[src/rtl/nvs_pkg.sv]
package nvs_pkg;
    typedef enum logic [1:0] {
        OP_IDLE   = 2'd0,
        OP_STORE  = 2'd1,
        OP_RECALL = 2'd2
    } op_e;
endpackage

[src/rtl/nvs_access_decode.sv]
module nvs_access_decode (
    input  logic ce_n,
    input  logic oe_n,
    input  logic we_n,
    input  logic stbusy_n,
    input  logic inhibit,
    output logic rd_en,
    output logic wr_en
);
    logic host_ok;

    always_comb begin
        host_ok = !ce_n && stbusy_n && !inhibit;
        rd_en   = host_ok && !oe_n && we_n;
        wr_en   = host_ok && !we_n;
    end
endmodule

[src/rtl/nvs_cell_array.sv]
module nvs_cell_array #(
    parameter int DEPTH_W = 6,
    parameter int DATA_W  = 8,
    localparam int DEPTH  = 1 << DEPTH_W
) (
    input  logic               clk,
    input  logic               wr_en,
    input  logic [DEPTH_W-1:0] idx,
    input  logic [DATA_W-1:0]  wr_data,
    output logic [DATA_W-1:0]  rd_data,
    input  logic               do_store,
    input  logic               do_recall
);
    logic [DATA_W-1:0] sram_q [DEPTH];
    logic [DATA_W-1:0] nv_q   [DEPTH];

    // Bulk transfer: every word moves in the same edge.
    always_ff @(posedge clk) begin
        for (int i = 0; i < DEPTH; i++) begin
            if (do_recall) begin
                sram_q[i] <= nv_q[i];
            end else if (wr_en && idx == DEPTH_W'(i)) begin
                sram_q[i] <= wr_data;
            end
            if (do_store) begin
                nv_q[i] <= sram_q[i];
            end
        end
    end

    assign rd_data = sram_q[idx];
endmodule

[src/rtl/nvs_op_ctrl.sv]
module nvs_op_ctrl
    import nvs_pkg::*;
#(
    parameter int STORE_CYCLES  = 8,
    parameter int RECALL_CYCLES = 4,
    parameter int ENDURANCE     = 200000,
    localparam int TMAX   = (STORE_CYCLES > RECALL_CYCLES) ? STORE_CYCLES : RECALL_CYCLES,
    localparam int TIMER_W = $clog2(TMAX + 1),
    localparam int CNT_W  = $clog2(ENDURANCE + 1)
) (
    input  logic             clk,
    input  logic             rst,
    input  logic             wr_en,
    input  logic             sw_store,
    input  logic             pwr_fail,
    input  logic             stbusy_n,
    output logic             busy,
    output logic             pull_lo,
    output logic             do_store,
    output logic             do_recall,
    output logic [CNT_W-1:0] store_count,
    output logic             wear_limit
);
    typedef struct packed {
        op_e                op;
        logic [TIMER_W-1:0] timer;
        logic               dirty;
        logic [CNT_W-1:0]   stores;
    } st_t;

    st_t st_d, st_q;
    logic want_store;

    always_comb begin
        st_d       = st_q;
        want_store = sw_store || (st_q.dirty && (pwr_fail || !stbusy_n));
        do_store   = (st_q.op == OP_STORE)  && (st_q.timer == '0);
        do_recall  = (st_q.op == OP_RECALL) && (st_q.timer == '0);

        unique case (st_q.op)
            OP_IDLE: begin
                if (wr_en) st_d.dirty = 1'b1;
                if (want_store) begin
                    st_d.op    = OP_STORE;
                    st_d.timer = TIMER_W'(STORE_CYCLES - 1);
                    st_d.dirty = 1'b0;
                    if (st_q.stores != CNT_W'(ENDURANCE)) begin
                        st_d.stores = st_q.stores + 1'b1;
                    end
                end
            end
            OP_STORE, OP_RECALL: begin
                if (st_q.timer == '0) st_d.op = OP_IDLE;
                else                  st_d.timer = st_q.timer - 1'b1;
            end
            default: st_d.op = OP_IDLE;
        endcase
    end

    always_ff @(posedge clk) begin
        if (rst) begin
            st_q.op     <= OP_RECALL;
            st_q.timer  <= TIMER_W'(RECALL_CYCLES - 1);
            st_q.dirty  <= 1'b0;
            st_q.stores <= '0;
        end else begin
            st_q <= st_d;
        end
    end

    assign busy        = (st_q.op != OP_IDLE);
    assign pull_lo     = (st_q.op == OP_STORE);
    assign store_count = st_q.stores;
    assign wear_limit  = (st_q.stores == CNT_W'(ENDURANCE));

    // a STORE only begins on a software request or a pending write
    p_store_cause_r7: assert property (@(posedge clk) disable iff (rst)
        (st_q.op == OP_STORE && $past(st_q.op) == OP_IDLE) |-> ($past(sw_store) || $past(st_q.dirty)));

    // the write record cannot change while an operation holds the array
    p_clean_in_op_r4: assert property (@(posedge clk) disable iff (rst)
        (st_q.op != OP_IDLE) |-> !st_q.dirty);

    // once saturated the counter does not move
    p_wear_hold_r10: assert property (@(posedge clk) disable iff (rst)
        (st_q.stores == CNT_W'(ENDURANCE)) |=> (st_q.stores == CNT_W'(ENDURANCE)));
endmodule

[src/rtl/nvs_ctrl.sv]
module nvs_ctrl #(
    parameter int ADDR_W        = 17,
    parameter int DATA_W        = 8,
    parameter int DEPTH_W       = 6,
    parameter int STORE_CYCLES  = 8,
    parameter int RECALL_CYCLES = 4,
    parameter int ENDURANCE     = 200000,
    localparam int CNT_W        = $clog2(ENDURANCE + 1)
) (
    input  logic              clk,
    input  logic              rst,
    input  logic              ce_n,
    input  logic              oe_n,
    input  logic              we_n,
    input  logic [ADDR_W-1:0] addr,
    input  logic [DATA_W-1:0] data_in,
    output logic [DATA_W-1:0] data_out,
    output logic              data_oe,
    input  logic              stbusy_n,
    output logic              stbusy_pull,
    input  logic              sw_store,
    input  logic              pwr_fail,
    output logic              op_busy,
    output logic [CNT_W-1:0]  store_count,
    output logic              wear_limit
);
    logic              rd_en, wr_en, do_store, do_recall;
    logic [DATA_W-1:0] rd_word;
    logic              addr_unused;

    assign addr_unused = ^addr[ADDR_W-1:DEPTH_W];

    nvs_access_decode u_dec (
        .ce_n     (ce_n),
        .oe_n     (oe_n),
        .we_n     (we_n),
        .stbusy_n (stbusy_n),
        .inhibit  (op_busy),
        .rd_en    (rd_en),
        .wr_en    (wr_en)
    );

    nvs_op_ctrl #(
        .STORE_CYCLES  (STORE_CYCLES),
        .RECALL_CYCLES (RECALL_CYCLES),
        .ENDURANCE     (ENDURANCE)
    ) u_ctrl (
        .clk         (clk),
        .rst         (rst),
        .wr_en       (wr_en),
        .sw_store    (sw_store),
        .pwr_fail    (pwr_fail),
        .stbusy_n    (stbusy_n),
        .busy        (op_busy),
        .pull_lo     (stbusy_pull),
        .do_store    (do_store),
        .do_recall   (do_recall),
        .store_count (store_count),
        .wear_limit  (wear_limit)
    );

    nvs_cell_array #(
        .DEPTH_W (DEPTH_W),
        .DATA_W  (DATA_W)
    ) u_arr (
        .clk       (clk),
        .wr_en     (wr_en),
        .idx       (addr[DEPTH_W-1:0]),
        .wr_data   (data_in),
        .rd_data   (rd_word),
        .do_store  (do_store),
        .do_recall (do_recall)
    );

    assign data_oe  = rd_en;
    assign data_out = rd_en ? rd_word : '0;

    // no pad drive and no write while an operation runs
    p_no_access_busy_r4: assert property (@(posedge clk) disable iff (rst)
        op_busy |-> (!data_oe && !wr_en));

    // data pads released whenever write enable is low
    p_oe_off_write_r2: assert property (@(posedge clk) disable iff (rst)
        !we_n |-> !data_oe);
endmodule

[config.mk]
export PLATFORM = sky130hd
export DESIGN_NAME = nvs_ctrl
export DESIGN_NICKNAME = d
export VERILOG_FILES = /design/src/rtl/nvs_pkg.sv /design/src/rtl/nvs_access_decode.sv /design/src/rtl/nvs_cell_array.sv /design/src/rtl/nvs_op_ctrl.sv /design/src/rtl/nvs_ctrl.sv
export SDC_FILE = /design/constraint.sdc
export NUM_CORES = 1
export LEC_CHECK = 0
export BUFFER_PORTS_ARGS = -buffer_cell sky130_fd_sc_hd__clkbuf_2
export CORE_ASPECT_RATIO = 1.25
export CORE_MARGIN = 3
export CORE_UTILIZATION = 35
export CTS_BUF_LIST = sky130_fd_sc_hd__clkbuf_4 sky130_fd_sc_hd__clkbuf_8
export DETAILED_ROUTE_END_ITERATION = 8
export GPL_TIMING_DRIVEN = 0
export PLACE_DENSITY = 0.5
export SKIP_LAST_GASP = 1
export SLEW_MARGIN = 20
export SYNTH_ARGS = -nofsm -noshare
export SYNTH_HDL_FRONTEND = slang
export SYNTH_SLANG_ARGS = --single-unit
[constraint.sdc]
create_clock -name clk -period 12.6 [get_ports clk]
set_input_delay 2.52 -clock clk [delete_from_list [all_inputs] [get_ports clk]]
set_output_delay 2.52 -clock clk [all_outputs]
set_load 0.05 [all_outputs]
==> results.yml, run 1 <==
pwr:
  ir_drop_uv: 117
  leakagePower_uw: 0.0156
  powerDensity_mw_per_mm2: 157
synth:
  syn_avg_cell_area_um2: 19.1
  synth-seq-cells: 1049
  synthXorXnorAreaFrac_pct: 0.0402
  synth.mux.area_fraction_pct: 20.9
  synth_area_mm2: 0.0435
  synth_top_area_share_pct: 70.6
  synth_top_family_by_area: "multiplexers"
  synth_ff_type: "edfxtp_1"
  ys_top_cells_by_area: "edfxtp_1, mux2_2, mux4_2, dfxtp_1, mux2i_1"
  synth-edff-count: 1024
  ys_types: 60
  synth-async-reset-ratio_pct: 0
  synthAdderAreaFrac_pct: 0.201
  syn_nets: 2315
  syn_inst: 2275
  seq_area_frac_synth_pct: 71.8
  yosys_warnings: 0
  synthSimpleGateAreaFrac_pct: 3.03
  yosysTopAreaCell: "edfxtp_1"
  synth_compound_area_share_pct: 2.24
route:
  drc: 0
  post_drt_wl_per_cell_um: 30.7
  vias: 23200
  ant_nets: 0
  dr.pass1.iters: 5
  via_per_inst: 5.45
  drt-initial-drc-count: 2142
  drt_wl_total_mm: 131
clocking:
  insertion_delay_ns: 0.85
  root_buffer: "clkbuf_8"
  cts-resized-gates: 0
  numCtsBuffers: 167
  htree_levels: 4
  path_clk_slew_ns: 0.06
  cts_sinks: 1049
  cts_tree: "yes"
  clk_path_buf_depth: 3
  cts_setup_buffers: 0
  ctsHoldBuffers: 0
worst_setup_path:
  crit_top_cell: "buf_2"
  r2r_cells: 7
  cpMaxStageDelayCell: "o21ai_0"
  max_stage_delay_ns: 0.83
  crit_arrival_ns: 6.05
  critPathKind: "primary input to output pin"
  worstPathCellList: "clkbuf_2, buf_2, buf_2, buf_2, mux2i_1, o21ai_0, nand3_1, a21oi_1, clkbuf_2"
  worstPathRequired_ns: 10.08
  cp-end-kind: "output pin"
  path_max_fanout: 10
  start_kind: "primary input"
grt:
  grt_max_degree: 53
  antenna_found_initial: 5
  groute.usage.overall_pct: 20.2
  grt-ovfl-total: 0
  grt_pass1_vias: 24400
  grt_pass1_wl_mm: 185
cells_and_area:
  final_cell_mix: "edfxtp_1, mux2_2, clkbuf_8"
  fill_cells: 11000
  area_growth_pct: 13.6
  layout.nets: 2567
  final_common_cell: "edfxtp_1"
  drive_gt1_share_pct: 41.6
  fin_cells: 4256
sta:
  finalSetupTns_ns: 0
  finalMaxSlewViolations: 0
  tightest_slew_ns: 1.12
  skew_ns: 0.0399
  min_period_over_period_pct: 68.0
  hold_viol: 0
  period_minus_slack_ns: 8.57
  maxClockFrequency_mhz: 117
  final-setup-viol-count: 0
  max_slew_margin_pct: 24.8
  rsz0062_at_grt: "false"
die:
  die_x_um: 321
  rows: 144
  die_h_um: 400
  dieArea_mm2: 0.129
  fp.coreArea_mm2: 0.123
  ios: 63
  start_util_pct: 35.3
hold_path:
  hold_path_class: "flip-flop to flip-flop"
  hold_path_depth: 0
place:
  place_hpwl_mm: 88.8
  place_inst: 3964
  port_buffers: 42
  gp_congestion: 0.990
status:
  outcome: "completed"
run:
  maxCapViolations: 0
==> sequential cells by signal, indices dropped and copies added (netlist names) <==
signal,flops
u_ctrl.store_count,18
u_arr.sram_q,512
u_arr.nv_q,512
u_ctrl.st_q,7
==> through the flow <==
step                cell area [um2]  total power [uW]  util [%]  hold WS (ns)  worst slack [ns]
finish                        49400              7790      40.1         0.421              4.03
global route                  49400              8070      40.1         0.436              3.93
CTS                           49400              7870      40.1         0.421              3.92
detailed placement            46300              4990      37.5         0.430              3.92
global placement              45800              4950      37.1         0.428              1.59
floorplan                     43500              4630         -         0.421              4.93
==> path summary, 6_finish.rpt <==
check                 startpoint             endpoint  slack (ns)
max                      addr[2]          data_out[3]        4.03
min          u_arr.sram_q[61][7]   u_arr.nv_q[1][239]        0.42
max reg2reg      u_ctrl.st_q[19]  u_arr.sram_q[42][3]        8.87
min reg2reg  u_arr.sram_q[61][7]   u_arr.nv_q[1][239]        0.42
==> cell usage after synthesis, drive strengths merged, types with 14 or more instances <==
master,n
mux2i,47
dfxtp,25
mux2,512
o21ai,89
edfxtp,1024
nand2,51
a221oi,14
a21oi,28
clkbuf,82
mux4,128
nand2b,15
nor2,65
buf,67
==> cell type report <==
| cell class | count | area, um2 | area share [%] |
|---|---|---|---|
| Inverter | 12 | 45.0 | 0.0911 |
| Sequential cell | 1049 | 31300 | 63.2 |
| Timing Repair Buffer | 83 | 728 | 1.47 |
| Buffer | 149 | 734 | 1.49 |
| Antenna cell | 3 | 7.51 | 0.0152 |
| Multi-Input combinational cell | 1065 | 11500 | 23.3 |
| Clock inverter | 58 | 339 | 0.686 |
| Clock buffer | 231 | 2790 | 5.65 |
| Tap cell | 1606 | 2010 | 4.06 |
==> power by group <==
part	total (uW)	switching, uW	internal [uW]
sequential	4220	116	4110
clock	2860	1390	1470
combinational	702	490	211
total	7790	2000	5790
==> cells by family (layout without fill, tap and decap cells) <==
| group | Yosys count | count (layout) |
|---|---|---|
| DFF | 1049 | 1049 |
| AOI/OAI and AO/OA | 165 | 165 |
| and+or+nand+nor | 204 | 204 |
| adders and majority gates | 7 | 7 |
| buffers and inverters | 161 | 533 |
| muxes | 687 | 687 |
| other | 0 | 3 |
| xor gates and xnor gates | 2 | 2 |
==> critical path, delay by kind of cell <==
kind,cells,cell delay (ns)
buffers and inverters,5,1.89
AOI/OAI and AO/OA,2,1.24
muxes,1,0.19
and+or+nand+nor,1,0.16
==> metal layers <==
metal	track usage, %	vias up	routed length, um
met5	0	-	13
met4	7.88	2	5260
met3	4.27	210	7640
met2	33.6	913	64700
met1	25.7	12400	53000
li1	-	9664	-
No activity file was read; power rests on OpenSTA's default activity.
==> run 2, diff against run 1 <==
--- a/config.mk
+++ b/config.mk
@@ -5,6 +5,7 @@
 export SDC_FILE = /design/constraint.sdc
 export NUM_CORES = 1
 export LEC_CHECK = 0
+export ABC_AREA = 1
 export BUFFER_PORTS_ARGS = -buffer_cell sky130_fd_sc_hd__clkbuf_2
 export CORE_ASPECT_RATIO = 1.25
 export CORE_MARGIN = 3
==> constraint.sdc (replaced) <==
create_clock -name clk -period 7.2 [get_ports clk]
set_input_delay 1.44 -clock clk [delete_from_list [all_inputs] [get_ports clk]]
set_output_delay 1.44 -clock clk [all_outputs]
set_load 0.05 [all_outputs]
==> results.yml, run 2 <==
status:
  outcome: "completed"
cells_and_area:
  final_common_cell: "nand2_1"
  drive_gt1_share_pct: 11.5
  multi_input_area_mm2: 0.0117
  final_cell_mix: "nand2_1, edfxtp_1, o21ai_0"
  regArea_mm2: 0.0313
  fill_cells: 12300
  layout.nets: 4458
  area_growth_pct: 14.8
sta:
  skew_ns: 0.0272
  period_minus_slack_ns: 6.12
  rsz0062_at_grt: "false"
  finalMaxSlewViolations: 0
  hold_viol: 0
  hold_ws_ns: 0.422
  setup_slack_ns: 1.08
  min_period_over_period_pct: 85.0
  final-setup-viol-count: 0
  max_slew_margin_pct: 25.6
  tightest_slew_ns: 1.12
  maxClockFrequency_mhz: 163
synth:
  syn_inst: 4142
  synth-async-reset-ratio_pct: 0
  yosys_warnings: 0
  syn_nets: 4182
  synth-edff-count: 1024
  synth_ff_type: "edfxtp_1"
  yosysMostFrequentCell: "nand2_1"
  synth_top_area_share_pct: 69.4
  ys_types: 28
  synth-seq-cells: 1049
  synth_common_cells: "nand2_1, edfxtp_1, o21ai_0"
  syn_avg_cell_area_um2: 10.7
  ys_top_cells_by_area: "edfxtp_1, nand2_1, o21ai_0, clkbuf_1, dfxtp_1"
  yosysTopAreaCell: "edfxtp_1"
  synth_area_mm2: 0.0443
  seq_area_frac_synth_pct: 70.6
route:
  dr.pass1.iters: 5
  drt-initial-drc-count: 3221
  via_per_inst: 5.08
  ant_nets: 0
  vias: 31700
  drt_wl_total_mm: 145
  drc: 0
  post_drt_wl_per_cell_um: 23.3
clocking:
  htree_levels: 4
  cts-resized-gates: 0
  ctsHoldBuffers: 0
  clk_path_buf_depth: 3
  cts_tree: "yes"
  cts_setup_buffers: 0
  path_clk_slew_ns: 0.06
  root_buffer: "clkbuf_8"
  cts_sinks: 1049
  insertion_delay_ns: 0.90
  numCtsBuffers: 167
worst_setup_path:
  r2r_cells: 10
  crit_arrival_ns: 4.68
  path_max_fanout: 10
  critPathKind: "primary input to output pin"
  cp-end-kind: "output pin"
  worstPathRequired_ns: 5.76
  start_kind: "primary input"
grt:
  grt_max_degree: 27
  groute.usage.overall_pct: 22.2
  antenna_found_initial: 10
  grt_pass1_vias: 30900
  grt_pass1_wl_mm: 210
  grt-ovfl-total: 0
place:
  dp_slack_ns: 1.11
  gp_congestion: 0.990
  port_buffers: 50
  place_hpwl_mm: 103
die:
  die_h_um: 404
  die_x_um: 324
  fp.coreArea_mm2: 0.125
  dieArea_mm2: 0.131
  ios: 63
  rows: 145
  start_util_pct: 35.3
pwr:
  leakagePower_uw: 0.0195
  powerDensity_mw_per_mm2: 277
  power.total_uw: 14100
  ir_drop_uv: 211
hold_path:
  hold_path_depth: 0
  hold_path_class: "flip-flop to flip-flop"
run:
  maxCapViolations: 0
run 2: per-stage QoR:
stage               TNS [ns]  instance area (um2)  utilization, %  instances
global placement    -3126.84                46700            37.2       5882
CTS                        0                50800            40.5       6236
global route               0                50800            40.5       6237
floorplan            -763.36                44300               -       4142
finish                     0                50800            40.5       6240
detailed placement         0                47600            38.0       5939
run 2: power breakdown:
group          total (uW)  switching (uW)  leakage (uW)  internal (uW)
clock network        5120            2470       0.00169           2650
registers            7500             229       0.00945           7270
logic                1480            1150       0.00840            320
total               14100            3850        0.0195          10200
run 2: worst max-delay path: stages:
cell	delay (ns)
buf_4	0.22
inv_2	0.13
buf_2	0.45
buf_1	0.78
nand2_1	0.22
nand2_1	0.17
nand2_1	0.07
nand2_1	0.15
o21ai_0	0.10
nand2_1	0.31
nor2_1	0.17
nor2_1	0.14
clkbuf_2	0.29
run 2: routing by layer:
metal	vias to the layer above	global-route usage [%]	routed length (um)
li1	14700	-	-
met3	276	4.12	9770
met1	15500	29.8	61500
met5	-	0	0
met2	1233	34.9	67200
met4	0	10.2	6730
run 2: cells by family after synthesis:
family / Yosys count / share of synthesized area (%)
DFF: 1049 / 70.6
and+or+nand+nor: 2094 / 18.5
xor gates and xnor gates: 13 / 0.257
buffers and inverters: 339 / 3.24
AOI/OAI and AO/OA: 640 / 7.26
adders and majority gates: 7 / 0.198
run 2: worst paths after layout:
kind	slack (ns)	end	start
max	1.08	data_out[3]	addr[1]
min	0.42	u_arr.nv_q[1][32]	u_arr.sram_q[36][0]
max reg2reg	3.26	u_arr.sram_q[42][7]	u_ctrl.st_q[23]
min reg2reg	0.42	u_arr.nv_q[1][32]	u_arr.sram_q[36][0]
run 2: final cells by class:
| class | instances | share of cell area (%) |
|---|---|---|
| sequential | 1049 | 61.5 |
| inverter | 78 | 0.576 |
| tap | 1690 | 4.16 |
| clock buffer | 232 | 5.58 |
| timing repair buffer | 107 | 2.09 |
| clock inverter | 65 | 0.761 |
| multi-input combinational | 2754 | 23.1 |
| antenna | 4 | 0.0197 |
| buffer | 261 | 2.25 |
==> run 3, diff against run 2 <==
--- a/config.mk
+++ b/config.mk
@@ -13,7 +13,7 @@
 export CTS_BUF_LIST = sky130_fd_sc_hd__clkbuf_4 sky130_fd_sc_hd__clkbuf_8
 export DETAILED_ROUTE_END_ITERATION = 8
 export GPL_TIMING_DRIVEN = 0
-export PLACE_DENSITY = 0.5
+export PLACE_DENSITY = 0.48
 export SKIP_LAST_GASP = 1
 export SLEW_MARGIN = 20
 export SYNTH_ARGS = -nofsm -noshare
==> constraint.sdc (replaced) <==
create_clock -name clk -period 5.69 [get_ports clk]
set_input_delay 1.138 -clock clk [delete_from_list [all_inputs] [get_ports clk]]
set_output_delay 1.138 -clock clk [all_outputs]
set_load 0.05 [all_outputs]
==> results.yml, run 3 (synthesis results as in run 2) <==
status:
  outcome: "completed"
worst_setup_path:
  path_max_fanout: 10
  worstPathCellList: "clkbuf_2, buf_4, inv_2, buf_2, buf_2, nand2_1, nand2_1, nand2_1, nand2_1, nand2_1, nand2_1, o21ai_0, nand2_1, nor2_1, nor2_1, clkbuf_2"
  crit_top_cell: "nand2_1"
  worstPathRequired_ns: 4.55
  critPathLaunch: "addr[0]"
  rr_endpoint: "u_arr.sram_q[34][5]"
  rrSetupSlack_ns: 1.69
  r2r_cells: 10
  crit_arrival_ns: 4.40
  cp-end-kind: "output pin"
  max_stage_delay_ns: 0.58
  r2r_start: "u_ctrl.st_q[23]"
  cpMaxStageDelayCell: "buf_2"
  start_kind: "primary input"
  critPathKind: "primary input to output pin"
clocking:
  cts_setup_buffers: 0
  clk_path_buf_depth: 3
  insertion_delay_ns: 0.88
  cts_tree: "yes"
  cts_sinks: 1049
  cts-resized-gates: 0
  root_buffer: "clkbuf_8"
  path_clk_slew_ns: 0.07
  htree_levels: 4
  numCtsBuffers: 169
  ctsHoldBuffers: 0
place:
  placed_area_mm2: 0.0477
  gp_congestion: 1.01
  place_inst: 5945
  port_buffers: 50
  place_hpwl_mm: 104
cells_and_area:
  drive_gt1_share_pct: 11.8
  regArea_mm2: 0.0313
  multi_input_area_mm2: 0.0117
  final_common_cell: "nand2_1"
  final_cell_mix: "nand2_1, edfxtp_1, o21ai_0"
  fill_cells: 12300
  layout.nets: 4466
  final_area_mm2: 0.0511
  area_growth_pct: 15.3
  fin_cells: 6254
grt:
  grt-ovfl-total: 0
  grt_pass1_wl_mm: 213
  grt_pass1_vias: 31100
  antenna_found_initial: 4
  groute.usage.overall_pct: 22.6
  grt_max_degree: 26
die:
  ios: 63
  rows: 145
  start_util_pct: 35.3
  fp.coreArea_mm2: 0.125
  dieArea_mm2: 0.131
  die_x_um: 324
  die_h_um: 404
route:
  drt_wl_total_mm: 149
  wl_met3_mm: 9.38
  wl_met1_mm: 63.4
  post_drt_wl_per_cell_um: 23.8
  drc: 0
  dr_wl_met2_mm: 69.5
  highest_layer: "met4"
  ant_nets: 0
  via_per_inst: 5.09
  drt-initial-drc-count: 3371
  vias: 31800
  dr.pass1.iters: 6
sta:
  max_slew_margin_pct: 18.2
  final-setup-viol-count: 0
  rsz0062_at_grt: "false"
  maxClockFrequency_mhz: 181
  skew_ns: 0.0331
  tightest_slew_ns: 1.23
  min_period_over_period_pct: 97.3
  finalMaxSlewViolations: 0
  hold_viol: 0
  hold_ws_ns: 0.420
  period_minus_slack_ns: 5.54
run:
  maxCapViolations: 0
pwr:
  clockPowerShare_pct: 37.1
  powerDensity_mw_per_mm2: 355
  power.total_uw: 18100
  leakagePower_uw: 0.0197
  combPwrFrac_pct: 10.5
  ir_drop_uv: 292
  seq_power_share_pct: 52.4
  intPower_uw: 13100
  p_switching_uw: 4960
  swShare_pct: 27.4
hold_path:
  hold_end: "u_arr.nv_q[0][8]"
  hp-start: "u_arr.sram_q[1][0]"
  hold_path_class: "flip-flop to flip-flop"
  hold_path_depth: 0
## run 3: cell count changes in the layout (fill, tap and decap cells not counted), moves of 2 or more
cell and change:
buf_12 -4, buf_16 +5, buf_4 +2, buf_6 +2, bufinv_16 +3, clkbuf_4 +2
clkinvlp_4 -3, inv_6 +3, inv_8 +2
## run 3: how the worst max path moves through the flow
stage	to	slack, ns	depth (start not counted)
after floorplan	u_arr.nv_q[0][0]	-3.00	6
after global placement	u_arr.nv_q[0][181]	-7.90	6
after detailed placement	data_out[2]	0.21	15
after CTS	data_out[2]	0.21	15
after global routing	data_out[1]	0.04	15
final	data_out[1]	0.15	16
## run 3: power groups by stage
stage / sequential (uW) / combinational [uW] / clock [uW]
finish: 9490 / 1900 / 6720
detailed placement: 9640 / 1890 / 0
floorplan: 9520 / 971 / 0
global placement: 9650 / 1760 / 0
global route: 9530 / 2030 / 7200
CTS: 9480 / 1900 / 6890
## run 3: final cells by class
type                    instances  area share (%)
diodes                          5          0.0245
plain buffers                 261            2.24
clock buffers                 234            5.58
clock inverters                70            1.01
inverters                      78           0.573
multi-input cells            2754            22.9
flip-flops and latches       1049            61.2
well taps                    1690            4.14
repair buffers                113            2.29
## run 3: routing by layer
layer / global-route usage (%) / vias to the layer above
met5: 0 / -
met4: 10.0 / 0
met3: 3.95 / 308
met2: 36.0 / 1242
met1: 30.4 / 15600
li1: - / 14700
## run 3: through the flow
stage / TNS, ns / worst slack [ns] / util [%]
after global routing: 0 / 0.0406 / 40.7
after detailed placement: 0 / 0.214 / 38.0
after floorplan: -1536.48 / -3.00 / -
after CTS: 0 / 0.206 / 40.7
final: 0 / 0.155 / 40.7
after global placement: -3992.08 / -7.90 / 37.2
## run 3: worst max-delay path: cells and delay by family
family / cells / cell delay [ns]
AO/OA/AOI/OAI: 1 / 0.10
AND/OR/NAND/NOR: 9 / 1.21
buffers and inverters: 6 / 1.91
